**config.mk**
```make
export PLATFORM = sky130hd
export DESIGN_NAME = tri_add_unit
export DESIGN_NICKNAME = d
export VERILOG_FILES = /design/src/rtl/tri_add_pkg.sv /design/src/rtl/tri_add_decode.sv /design/src/rtl/tri_add_opsel.sv /design/src/rtl/tri_add_core.sv /design/src/rtl/tri_add_unit.sv
export SDC_FILE = /design/constraint.sdc
export NUM_CORES = 1
export LEC_CHECK = 0
export BUFFER_PORTS_ARGS = -buffer_cell sky130_fd_sc_hd__buf_2
export CAP_MARGIN = 20
export CORE_UTILIZATION = 61
export CTS_CLUSTER_SIZE = 16
export DETAILED_ROUTE_END_ITERATION = 10
export PLACE_DENSITY = 0.9
export SKIP_CTS_REPAIR_TIMING = 1
export SLEW_MARGIN = 20
export SYNTH_ARGS = -nofsm -noshare
export SYNTH_HDL_FRONTEND = slang
export SYNTH_SLANG_ARGS = --single-unit
```
**constraint.sdc**
```tcl
create_clock -name clk -period 24.2 [get_ports clk]
set_clock_uncertainty 0.1 [all_clocks]
set_input_delay 2.42 -clock clk [delete_from_list [all_inputs] [get_ports clk]]
set_output_delay 2.42 -clock clk [all_outputs]
set_load 0.05 [all_outputs]
```
**src/rtl/tri_add_pkg.sv**
```systemverilog
package tri_add_pkg;

    localparam int FLD_HC_LSB = 31;
    localparam int FLD_HB_LSB = 33;
    localparam int FLD_HA_LSB = 35;
    localparam int FLD_MODE_LSB = 37;
    localparam int FLD_NEGC_BIT = 49;
    localparam int FLD_NEGB_BIT = 50;
    localparam int FLD_NEGA_BIT = 51;
    localparam int FLD_CODE_W = 2;

    typedef enum logic [1:0] {
        HT_FULL = 2'd0,
        HT_LOW  = 2'd1,
        HT_HIGH = 2'd2,
        HT_RSVD = 2'd3
    } half_sel_e;

    typedef enum logic [1:0] {
        SM_NONE  = 2'd0,
        SM_RIGHT = 2'd1,
        SM_LEFT  = 2'd2,
        SM_RSVD  = 2'd3
    } shift_mode_e;

    typedef enum logic [1:0] {
        VAR_REG   = 2'd0,
        VAR_CONST = 2'd1,
        VAR_IMM   = 2'd2,
        VAR_SPARE = 2'd3
    } variant_e;

    typedef enum logic [1:0] {
        ST_IDLE   = 2'd0,
        ST_RESULT = 2'd1,
        ST_FAULT  = 2'd2
    } out_state_e;

    typedef struct packed {
        half_sel_e   half_a;
        half_sel_e   half_b;
        half_sel_e   half_c;
        shift_mode_e mode;
        logic        neg_a;
        logic        neg_b;
        logic        neg_c;
    } ctrl_t;

endpackage

```
**src/rtl/tri_add_decode.sv**
```systemverilog
module tri_add_decode
    import tri_add_pkg::*;
#(
    parameter int INSN_W = 64
) (
    input  logic [INSN_W-1:0] insn_i,
    input  logic [1:0]        variant_i,
    output ctrl_t             ctrl_o,
    output logic              illegal_o
);

    variant_e    variant;
    half_sel_e   raw_half_a;
    half_sel_e   raw_half_b;
    half_sel_e   raw_half_c;
    shift_mode_e raw_mode;
    logic        is_reg;

    always_comb begin
        variant    = variant_e'(variant_i);
        raw_half_a = half_sel_e'(insn_i[FLD_HA_LSB +: FLD_CODE_W]);
        raw_half_b = half_sel_e'(insn_i[FLD_HB_LSB +: FLD_CODE_W]);
        raw_half_c = half_sel_e'(insn_i[FLD_HC_LSB +: FLD_CODE_W]);
        raw_mode   = shift_mode_e'(insn_i[FLD_MODE_LSB +: FLD_CODE_W]);
        is_reg     = (variant == VAR_REG);
    end

    always_comb begin
        ctrl_o.neg_a = insn_i[FLD_NEGA_BIT];
        ctrl_o.neg_b = insn_i[FLD_NEGB_BIT];
        ctrl_o.neg_c = insn_i[FLD_NEGC_BIT];
        if (is_reg) begin
            ctrl_o.half_a = raw_half_a;
            ctrl_o.half_b = raw_half_b;
            ctrl_o.half_c = raw_half_c;
            ctrl_o.mode   = raw_mode;
            illegal_o     = (raw_half_a == HT_RSVD) || (raw_half_b == HT_RSVD) ||
                            (raw_half_c == HT_RSVD) || (raw_mode == SM_RSVD);
        end else begin
            ctrl_o.half_a = HT_FULL;
            ctrl_o.half_b = HT_FULL;
            ctrl_o.half_c = HT_FULL;
            ctrl_o.mode   = SM_NONE;
            illegal_o     = 1'b0;
        end
    end

endmodule

```
**src/rtl/tri_add_opsel.sv**
```systemverilog
module tri_add_opsel
    import tri_add_pkg::*;
#(
    parameter int DATA_W = 32,
    parameter int HALF_W = DATA_W / 2
) (
    input  logic [DATA_W-1:0] value_i,
    input  half_sel_e         half_i,
    input  logic              neg_i,
    output logic [DATA_W-1:0] value_o
);

    localparam int UPPER_W = DATA_W - HALF_W;

    logic [DATA_W-1:0] narrowed;

    always_comb begin
        unique case (half_i)
            HT_LOW:  narrowed = {{UPPER_W{1'b0}}, value_i[HALF_W-1:0]};
            HT_HIGH: narrowed = value_i >> HALF_W;
            HT_FULL: narrowed = value_i;
            HT_RSVD: narrowed = value_i;
        endcase
    end

    always_comb begin
        if (neg_i) begin
            value_o = DATA_W'(0) - narrowed;
        end else begin
            value_o = narrowed;
        end
    end

endmodule

```
**src/rtl/tri_add_core.sv**
```systemverilog
module tri_add_core
    import tri_add_pkg::*;
#(
    parameter int DATA_W = 32,
    parameter int HALF_W = DATA_W / 2
) (
    input  logic [DATA_W-1:0] opa_i,
    input  logic [DATA_W-1:0] opb_i,
    input  logic [DATA_W-1:0] opc_i,
    input  shift_mode_e       mode_i,
    output logic [DATA_W-1:0] sum_o
);

    localparam int WIDE_W = DATA_W + 1;

    logic [WIDE_W-1:0] partial;
    logic [DATA_W-1:0] moved;

    always_comb begin
        partial = {1'b0, opa_i} + {1'b0, opb_i};
    end

    always_comb begin
        unique case (mode_i)
            SM_RIGHT: moved = DATA_W'(partial >> HALF_W);
            SM_LEFT:  moved = partial[DATA_W-1:0] << HALF_W;
            SM_NONE:  moved = partial[DATA_W-1:0];
            SM_RSVD:  moved = partial[DATA_W-1:0];
        endcase
    end

    always_comb begin
        sum_o = moved + opc_i;
    end

endmodule

```
**src/rtl/tri_add_unit.sv**
```systemverilog
module tri_add_unit
    import tri_add_pkg::*;
#(
    parameter int DATA_W = 32,
    parameter int HALF_W = DATA_W / 2,
    parameter int INSN_W = 64
) (
    input  logic              clk,
    input  logic              rst_n,
    input  logic [INSN_W-1:0] insn_i,
    input  logic [1:0]        variant_i,
    input  logic              valid_i,
    input  logic [DATA_W-1:0] opa_i,
    input  logic [DATA_W-1:0] opb_i,
    input  logic [DATA_W-1:0] opc_i,
    output logic [DATA_W-1:0] result_o,
    output logic              valid_o,
    output logic              illegal_o
);

    localparam int NUM_OPS = 3;

    ctrl_t             ctrl;
    logic              bad_code;
    logic [DATA_W-1:0] raw_op  [NUM_OPS];
    logic [DATA_W-1:0] prep_op [NUM_OPS];
    half_sel_e         op_half [NUM_OPS];
    logic              op_neg  [NUM_OPS];
    logic [DATA_W-1:0] sum;
    out_state_e        state_q;
    out_state_e        state_d;
    logic [DATA_W-1:0] result_q;

    tri_add_decode #(
        .INSN_W(INSN_W)
    ) decode_i (
        .insn_i   (insn_i),
        .variant_i(variant_i),
        .ctrl_o   (ctrl),
        .illegal_o(bad_code)
    );

    always_comb begin
        raw_op[0]  = opa_i;
        raw_op[1]  = opb_i;
        raw_op[2]  = opc_i;
        op_half[0] = ctrl.half_a;
        op_half[1] = ctrl.half_b;
        op_half[2] = ctrl.half_c;
        op_neg[0]  = ctrl.neg_a;
        op_neg[1]  = ctrl.neg_b;
        op_neg[2]  = ctrl.neg_c;
    end

    for (genvar g = 0; g < NUM_OPS; g++) begin : g_opsel
        tri_add_opsel #(
            .DATA_W(DATA_W),
            .HALF_W(HALF_W)
        ) opsel_i (
            .value_i(raw_op[g]),
            .half_i (op_half[g]),
            .neg_i  (op_neg[g]),
            .value_o(prep_op[g])
        );
    end

    tri_add_core #(
        .DATA_W(DATA_W),
        .HALF_W(HALF_W)
    ) core_i (
        .opa_i (prep_op[0]),
        .opb_i (prep_op[1]),
        .opc_i (prep_op[2]),
        .mode_i(ctrl.mode),
        .sum_o (sum)
    );

    // Next-state logic: every state reacts to the strobe the same way.
    always_comb begin
        state_d = ST_IDLE;
        unique case (state_q)
            ST_IDLE, ST_RESULT, ST_FAULT: begin
                if (valid_i) begin
                    state_d = bad_code ? ST_FAULT : ST_RESULT;
                end else begin
                    state_d = ST_IDLE;
                end
            end
            default: state_d = ST_IDLE;
        endcase
    end

    // State register.
    always_ff @(posedge clk) begin
        if (!rst_n) begin
            state_q <= ST_IDLE;
        end else begin
            state_q <= state_d;
        end
    end

    // Result register: captured with the strobe, zero on a fault.
    always_ff @(posedge clk) begin
        if (!rst_n) begin
            result_q <= '0;
        end else if (valid_i) begin
            result_q <= bad_code ? '0 : sum;
        end
    end

    // Output decode from the state.
    always_comb begin
        valid_o   = 1'b0;
        illegal_o = 1'b0;
        unique case (state_q)
            ST_IDLE: begin
                valid_o   = 1'b0;
                illegal_o = 1'b0;
            end
            ST_RESULT: begin
                valid_o   = 1'b1;
                illegal_o = 1'b0;
            end
            ST_FAULT: begin
                valid_o   = 1'b1;
                illegal_o = 1'b1;
            end
            default: begin
                valid_o   = 1'b0;
                illegal_o = 1'b0;
            end
        endcase
        result_o = result_q;
    end

    // result-valid follows the strobe by one cycle.
    a_r11_valid_follows: assert property (@(posedge clk) disable iff (!rst_n)
        valid_i |=> valid_o);

    // no strobe, no result-valid in the next cycle.
    a_r11_idle_without_strobe: assert property (@(posedge clk) disable iff (!rst_n)
        !valid_i |=> !valid_o);

    // a fault presents zero and is flagged with valid.
    a_r10_fault_zero: assert property (@(posedge clk) disable iff (!rst_n)
        illegal_o |-> (valid_o && result_o == '0));

    // reserved shift mode in the register variant is flagged.
    a_r10_reserved_mode: assert property (@(posedge clk) disable iff (!rst_n)
        (valid_i && variant_i == 2'd0 && insn_i[FLD_MODE_LSB +: FLD_CODE_W] == 2'd3)
        |=> illegal_o);

    // constant and immediate variants never raise the flag.
    a_r9_alt_variant_legal: assert property (@(posedge clk) disable iff (!rst_n)
        (valid_i && variant_i != 2'd0) |=> !illegal_o);

    // after a left shift of the partial sum, the low half comes from the third operand alone.
    a_r8_left_low_half: assert property (@(posedge clk) disable iff (!rst_n)
        (valid_i && variant_i == 2'd0 &&
         insn_i[FLD_MODE_LSB +: FLD_CODE_W] == 2'd2 &&
         insn_i[FLD_HC_LSB +: FLD_CODE_W] == 2'd0 &&
         insn_i[FLD_HB_LSB +: FLD_CODE_W] != 2'd3 &&
         insn_i[FLD_HA_LSB +: FLD_CODE_W] != 2'd3 &&
         !insn_i[FLD_NEGC_BIT])
        |=> (result_o[HALF_W-1:0] == $past(opc_i[HALF_W-1:0])));

endmodule

```
# Word level (Yosys, flattened, before mapping)
# Cells that the tools add are included.
# op_classes
muxes,13
addsub,5
reduce_logical,16
eq_ne,18
# ops
op,n
one-hot mux 32 bit (3 select lines),4
2-to-1 mux 32 bit,4
subtractor 1 x 32 -> 32 bit (first input constant),3
adder 32 x 32 -> 33 bit,1
adder 32 bit,1
equality test 2 bit (second input constant),13
logical NOT 2 bit,6
equality test 2 x 1 -> 1 bit (second input constant),5
OR reduction 2 bit,5
2-to-1 mux 8 bit,1
logical OR 1 bit,3
2-to-1 mux 1 bit,3
AND reduction 3 bit,1
OR reduction 3 bit,1
2-to-1 mux 2 bit,1
# word_totals
register_bits,34
input_bits,165
wordCells,54

# Depth between registers and ports, before layout
# logic_depth
ltp_word,11
ltp_mapped,41
depth_no_buf,38

# Cells and area by module
# Synthesis repeated with hierarchy kept, for this count alone.
# hier_totals
cells_unflattened,1298
hier_area_um2,9157.5
# modules_own_cells
mod,cells_per_inst,area_each_um2,n_inst,seq_area_each_um2
tri_add_opsel,226,1403.8,3,0.0
tri_add_core,454,3474.6,1,0.0
tri_add_unit,151,1355.0,1,680.7
tri_add_decode,15,116.4,1,0.0

# Worst setup path before layout
# No wires, ideal clock.
# synth_path
path_kind,input to register
from,input port variant_i[1]
to,register result_q[28] (netlist: result_o[28])
required_ns,24.037
path_stages,38
n_path_buf,4
setup_ns,0.063
path_slack_ns,13.687
arrival_ns,10.350
path_cell_list,nor2_1 -> clkbuf_1 -> and2_1 -> inv_1 -> ha_1 -> clkbuf_1 -> o21ai_0 -> o2111ai_1 -> a221o_1 -> or4b_2 -> nor2_1 -> nand3b_1 -> a21o_1 -> and2_1 -> clkbuf_1 -> nor2_1 -> nor2_1 -> ha_1 -> (+2 left out) -> a211o_1 -> nor2_1 -> o2111ai_1 -> nand2_1 -> o21ai_0 -> or2_2 -> a221oi_1 -> xnor2_1 -> a22o_1 -> ha_1 -> and3_1 -> nand4_1 -> o2111a_1 -> o31ai_1 -> a21o_1 -> a21oi_1 -> or4b_2 -> nand3_1
# synth_via
elab_chain_cells,11
word_cells_on_any_way,36
# synth_lines
item,line,text
from (decl),tri_add_unit.sv:11,"input logic [1:0] variant_i,"
logical NOT 2 bit (*),tri_add_decode.sv:25,is_reg = (variant == VAR_REG);
2-to-1 mux 8 bit,tri_add_decode.sv:32,if (is_reg) begin
equality test 2 bit or logical NOT 2 bit (tied branches),tri_add_opsel.sv:18,unique case (half_i)
OR reduction 2 bit (no source line),n/a,
one-hot mux 32 bit (3 select lines),tri_add_opsel.sv:18,
subtractor 1 x 32 -> 32 bit,tri_add_opsel.sv:28,value_o = DATA_W'(0) - narrowed;
2-to-1 mux 32 bit,tri_add_opsel.sv:27,if (neg_i) begin
adder 32 x 32 -> 33 bit,tri_add_core.sv:20,"partial = {1'b0, opa_i} + {1'b0, opb_i};"
one-hot mux 32 bit (3 select lines),tri_add_core.sv:24,unique case (mode_i)
adder 32 bit,tri_add_core.sv:33,sum_o = moved + opc_i;
2-to-1 mux 32 bit (*),tri_add_unit.sv:107,result_q <= bad_code ? '0 : sum;
to (signal assigned),tri_add_unit.sv:107,
to (decl),tri_add_unit.sv:32,logic [DATA_W-1:0] result_q;
# Every way passes the cells marked *; elsewhere a longest branch is shown, timed or not.
# A chain may end at the register's enable or synchronous reset.

# Worst setup path in the final report
# Ends and elaborated chain as after synthesis.

==> flow_summary.html <==
<table>
<tr><th>Metric</th><th>Value</th></tr>
<tr><th colspan="2">Outcome</th></tr>
<tr><td>Run status</td><td>complete, no violations</td></tr>
<tr><th colspan="2">Power and ir drop</th></tr>
<tr><td>Net switching share of the total power</td><td>0.535</td></tr>
<tr><td>Total net switching power</td><td>0.421 mW</td></tr>
<tr><td>Worst vdd ir</td><td>0.0413 mV</td></tr>
<tr><td>Static Leak</td><td>4.04 nW</td></tr>
<tr><td>Sequential group share of total power</td><td>0.109</td></tr>
<tr><td>Power density relative to cell area</td><td>around 88 nW/µm²</td></tr>
<tr><td>Final total power</td><td>a little under 0.8 mW</td></tr>
<tr><td>Internal power</td><td>approximately 0.37 mW</td></tr>
<tr><td>Clock Power Share</td><td>0.089</td></tr>
<tr><td>Combinational share of power</td><td>0.801</td></tr>
<tr><th colspan="2">STA</th></tr>
<tr><td>Max Fclk</td><td>about 0.084 GHz</td></tr>
<tr><td>Min cycle time layout</td><td>11.87 ns</td></tr>
<tr><td>Setup repair after global routing missed its margin</td><td>no</td></tr>
<tr><td>Setup-failing EPs final</td><td>0</td></tr>
<tr><td>Worst slew pin tran</td><td>1.00 ns</td></tr>
<tr><td>Worst slew margin</td><td>0.329</td></tr>
<tr><td>Final period util</td><td>0.490</td></tr>
<tr><td>Hold slack</td><td>between 0.3 and 0.4 ns</td></tr>
<tr><td>Final number of max-transition violations</td><td>0</td></tr>
<tr><td>Final WS setup</td><td>12.33 ns</td></tr>
<tr><td>Total Negative Setup Slacks</td><td>0 ns</td></tr>
<tr><td>Number of hold-slack violations in the final timing report</td><td>0</td></tr>
<tr><th colspan="2">Final layout</th></tr>
<tr><td>Ant. Diodes</td><td>0</td></tr>
<tr><td>Most used cells in the layout excluding fill and tap cells</td><td>145 x buf_2, 109 x nand2_1, 81 x nor2_1, 78 x o21ai_0, 76 x ha_1</td></tr>
<tr><td>Most frequent standard cell in the layout excluding fill and tap cells</td><td>buf_2</td></tr>
<tr><td>Final Instance Count excl. Fillers</td><td>roughly 1400</td></tr>
<tr><td>Area growth from synthesis to layout</td><td>10.8%</td></tr>
<tr><td>Post-layout util</td><td>0.701</td></tr>
<tr><td>Number of nets at the end of the flow</td><td>between 1000 and 1500</td></tr>
<tr><td>Design area</td><td>between 8000 and 9000 µm²</td></tr>
<tr><td>Fraction of layout instances using a drive strength above 1</td><td>0.143</td></tr>
<tr><th colspan="2">Synthesis</th></tr>
<tr><td>Post-synth EDFFs</td><td>0</td></tr>
<tr><td>Leading cell types by total area after synthesis</td><td>ha_1 12%, dfxtp_1 8.4%, xnor2_1 6.5%, a22o_1 5.9%, xor2_1 5.1%</td></tr>
<tr><td>Post-synthesis register bit count</td><td>34</td></tr>
<tr><td>Net Count, Synth</td><td>1395</td></tr>
<tr><td>Share of async-settable or async-resettable flops after synthesis</td><td>0</td></tr>
<tr><td>Sequential area share after synthesis</td><td>0.0842</td></tr>
<tr><td>Average cell area after synthesis</td><td>around 7.0 µm²</td></tr>
<tr><td>Instance count of the mapped netlist</td><td>~1200</td></tr>
<tr><td>Top-area cell type share of the netlist area</td><td>0.118</td></tr>
<tr><td>Cell area after synthesis</td><td>approximately 8100 µm²</td></tr>
<tr><td>Cell type with the highest aggregate area in the netlist</td><td>ha_1</td></tr>
<tr><td>Ys flop type</td><td>dfxtp_1</td></tr>
<tr><td>Count of warnings emitted by yosys</td><td>0</td></tr>
<tr><td>Number of distinct library cells after synthesis</td><td>70</td></tr>
<tr><th colspan="2">Critical path</th></tr>
<tr><td>CP peak stage delay</td><td>approximately 0.7 ns</td></tr>
<tr><td>Critical path's slowest cell</td><td>or4b_2</td></tr>
<tr><td>Register-to-Register Path Depth</td><td>2</td></tr>
<tr><td>Startpoint of the worst register-to-register path</td><td>result_o[9]$_SDFFE_PN0P_</td></tr>
<tr><td>Critical R2R Capture</td><td>result_o[9]$_SDFFE_PN0P_</td></tr>
<tr><td>CP Class</td><td>input port to register</td></tr>
<tr><td>Data arrival at the endpoint of the critical path</td><td>roughly 12 ns</td></tr>
<tr><td>Required time of the critical path</td><td>between 20 and 25 ns</td></tr>
<tr><td>Worst-case register-to-register setup slack</td><td>roughly 23 ns</td></tr>
<tr><td>Startpoint kind of the worst setup timing path</td><td>input port</td></tr>
<tr><td>Maximum net fanout on the critical path</td><td>30</td></tr>
<tr><td>Setup crit end kind</td><td>register</td></tr>
<tr><td>Most common cell type on the critical path</td><td>nor2_1</td></tr>
<tr><td>Critical Path Start</td><td>variant_i[1]</td></tr>
<tr><td>Endpoint of the worst setup timing path</td><td>result_o[28]$_SDFFE_PN0P_</td></tr>
<tr><th colspan="2">Detailed routing</th></tr>
<tr><td>First-pass iteration count of the detailed router</td><td>6</td></tr>
<tr><td>Via/cell ratio</td><td>roughly 6.7</td></tr>
<tr><td>Wire length after detailed routing</td><td>between 20000 and 30000 µm</td></tr>
<tr><td>Number of remaining DRC errors</td><td>0</td></tr>
<tr><td>Via Count</td><td>approximately 9500</td></tr>
<tr><td>Number of nets still failing antenna checks after routing</td><td>0</td></tr>
<tr><td>Count of routing violations after the opening detailed-route iteration</td><td>around 1400</td></tr>
<tr><td>Average wire per standard cell</td><td>18.4 µm</td></tr>
<tr><th colspan="2">CTS</th></tr>
<tr><td>Number of buffers inserted during clock tree synthesis</td><td>5</td></tr>
<tr><td>Clock-pin slew reported for the worst setup and hold paths after clock tree synthesis</td><td>around 0.05 ns</td></tr>
<tr><td>Largest buffer count on any clock path</td><td>2</td></tr>
<tr><td>Number of H-tree branching levels</td><td>2</td></tr>
<tr><td>Number of clock sinks</td><td>34</td></tr>
<tr><td>TritonCTS clock tree</td><td>built</td></tr>
<tr><td>Clock latency on the worst-skew pair</td><td>roughly 0.27 ns</td></tr>
<tr><td>Clock root buffer</td><td>clkbuf_16</td></tr>
<tr><th colspan="2">Flow run</th></tr>
<tr><td>MaxCap Viol Count</td><td>0</td></tr>
<tr><th colspan="2">Global route</th></tr>
<tr><td>Global-route usage over all layers</td><td>0.377</td></tr>
<tr><td>Global-route wire length before repair</td><td>40400 µm</td></tr>
<tr><td>Via count of the first global-routing pass</td><td>between 8000 and 9000</td></tr>
<tr><td>GRT overflow</td><td>0</td></tr>
<tr><td>Largest net degree at the start of global routing</td><td>40</td></tr>
<tr><td>Number of antenna violations at the first check in global routing</td><td>0</td></tr>
<tr><th colspan="2">Die</th></tr>
<tr><td>Die Ht</td><td>~120 µm</td></tr>
<tr><td>Width of the die</td><td>about 120 µm</td></tr>
<tr><td>Starting Density</td><td>0.633</td></tr>
<tr><td>Io pins</td><td>a little under 200</td></tr>
<tr><td>Area of the core</td><td>approximately 13000 µm²</td></tr>
<tr><td>Number of rows in the core area</td><td>41</td></tr>
<tr><td>Area enclosed by the die boundary</td><td>approximately 14000 µm²</td></tr>
<tr><th colspan="2">Place</th></tr>
<tr><td>Placed standard-cell area</td><td>8790 µm²</td></tr>
<tr><td>Worst setup slack after placement</td><td>12.37 ns</td></tr>
<tr><td>Placed wire-length estimate</td><td>between 20000 and 25000 µm</td></tr>
<tr><td>Port buffer count</td><td>about 150</td></tr>
<tr><td>Placer congestion estimate</td><td>1.01</td></tr>
<tr><td>Placed instance count</td><td>roughly 1400</td></tr>
<tr><th colspan="2">Hold path</th></tr>
<tr><td>Worst min-delay path category</td><td>register to register</td></tr>
</table>
## layout make-up
cell class              instances  area [µm²]
multi-input cells            1013        6980
fillers                      1091        3820
repair buffers                149         756
flip-flops and latches         34         681
well taps                     172         215
inverters                      42         158
clock buffers                   7         133
clock inverters                 1        30.0
## registers in the layout, summed over array words and instances (netlist names)
register  flops
result_o     32
state_q       2
## per-layer routing
metal	global-route usage	part of all wire	vias to the layer above	routed length, µm
met5	0	0	-	0
met4	0.137	0.031	0	817
met3	0.0623	0.10	68	2660
met2	0.599	0.44	545	11400
met1	0.514	0.43	4317	11200
li1	-	-	4522	-
## cell usage after synthesis (all sizes together), types with 5 or more instances
| master | number |
|---|---|
| o31ai | 13 |
| and3 | 8 |
| or4 | 5 |
| nand2b | 14 |
| a22o | 54 |
| o2111a | 8 |
| inv | 41 |
| a211oi | 15 |
| a22oi | 33 |
| or2 | 11 |
| a21oi | 60 |
| a21o | 31 |
| nand3 | 37 |
| nand4b | 5 |
| nand4 | 9 |
| a311oi | 9 |
| xor2 | 47 |
| o21ai | 78 |
| o21a | 5 |
| ha | 76 |
| dfxtp | 34 |
| a211o | 6 |
| nor3 | 34 |
| o31a | 6 |
| nand2 | 109 |
| nor2b | 26 |
| or3 | 15 |
| o41ai | 6 |
| xnor2 | 60 |
| a31oi | 19 |
| buf | 7 |
| a21boi | 11 |
| o22ai | 11 |
| a221oi | 7 |
| and2 | 26 |
| o21bai | 11 |
| mux2i | 5 |
| clkbuf | 56 |
| o2111ai | 7 |
| nor2 | 81 |
| nor4 | 6 |
## critical path: cells and delay by family
kind | cells | cell delay, ns
and+or+nand+nor | 16 | 4.45
AOI/OAI and AO/OA | 12 | 3.09
adders and majority gates | 3 | 1.44
buffers and inverters | 3 | 0.41
xor gates and xnor gates | 1 | 0.16
## logic make-up after synthesis
| logic type | synth area share |
|---|---|
| multiplexers | 0.00898 |
| XOR/XNOR | 0.116 |
| AO/OA/AOI/OAI | 0.364 |
| buffers and inverters | 0.0525 |
| AND/OR/NAND/NOR | 0.252 |
| adder cells (fa/ha/maj) | 0.123 |
| flip-flops | 0.0842 |
## power groups by stage
stage / Clock [mW] / Sequential (mW) / Combinational (mW)
final: 0.0703 / 0.0859 / 0.630
after global routing: 0.0726 / 0.0883 / 0.683
after floorplan: 0 / 0.150 / 0.405
after global placement: 0 / 0.0851 / 0.600
after CTS: 0.0709 / 0.0857 / 0.616
after detailed placement: 0 / 0.0862 / 0.612
## worst min path at each step
stage | from | to | slack (ns) | cells after the start
global placement | result_o[0]$_SDFFE_PN0P_ | result_o[0]$_SDFFE_PN0P_ | 0.36 | 2
CTS | result_o[2]$_SDFFE_PN0P_ | result_o[2]$_SDFFE_PN0P_ | 0.38 | 2
global route | result_o[2]$_SDFFE_PN0P_ | result_o[2]$_SDFFE_PN0P_ | 0.41 | 2
floorplan | state_q[1]$_SDFF_PN0_ | state_q[0]$_SDFF_PN0_ | 0.45 | 2
detailed placement | result_o[0]$_SDFFE_PN0P_ | result_o[0]$_SDFFE_PN0P_ | 0.36 | 2
finish | result_o[2]$_SDFFE_PN0P_ | result_o[2]$_SDFFE_PN0P_ | 0.38 | 2
Note: power is estimated with default switching activity, not from simulation.
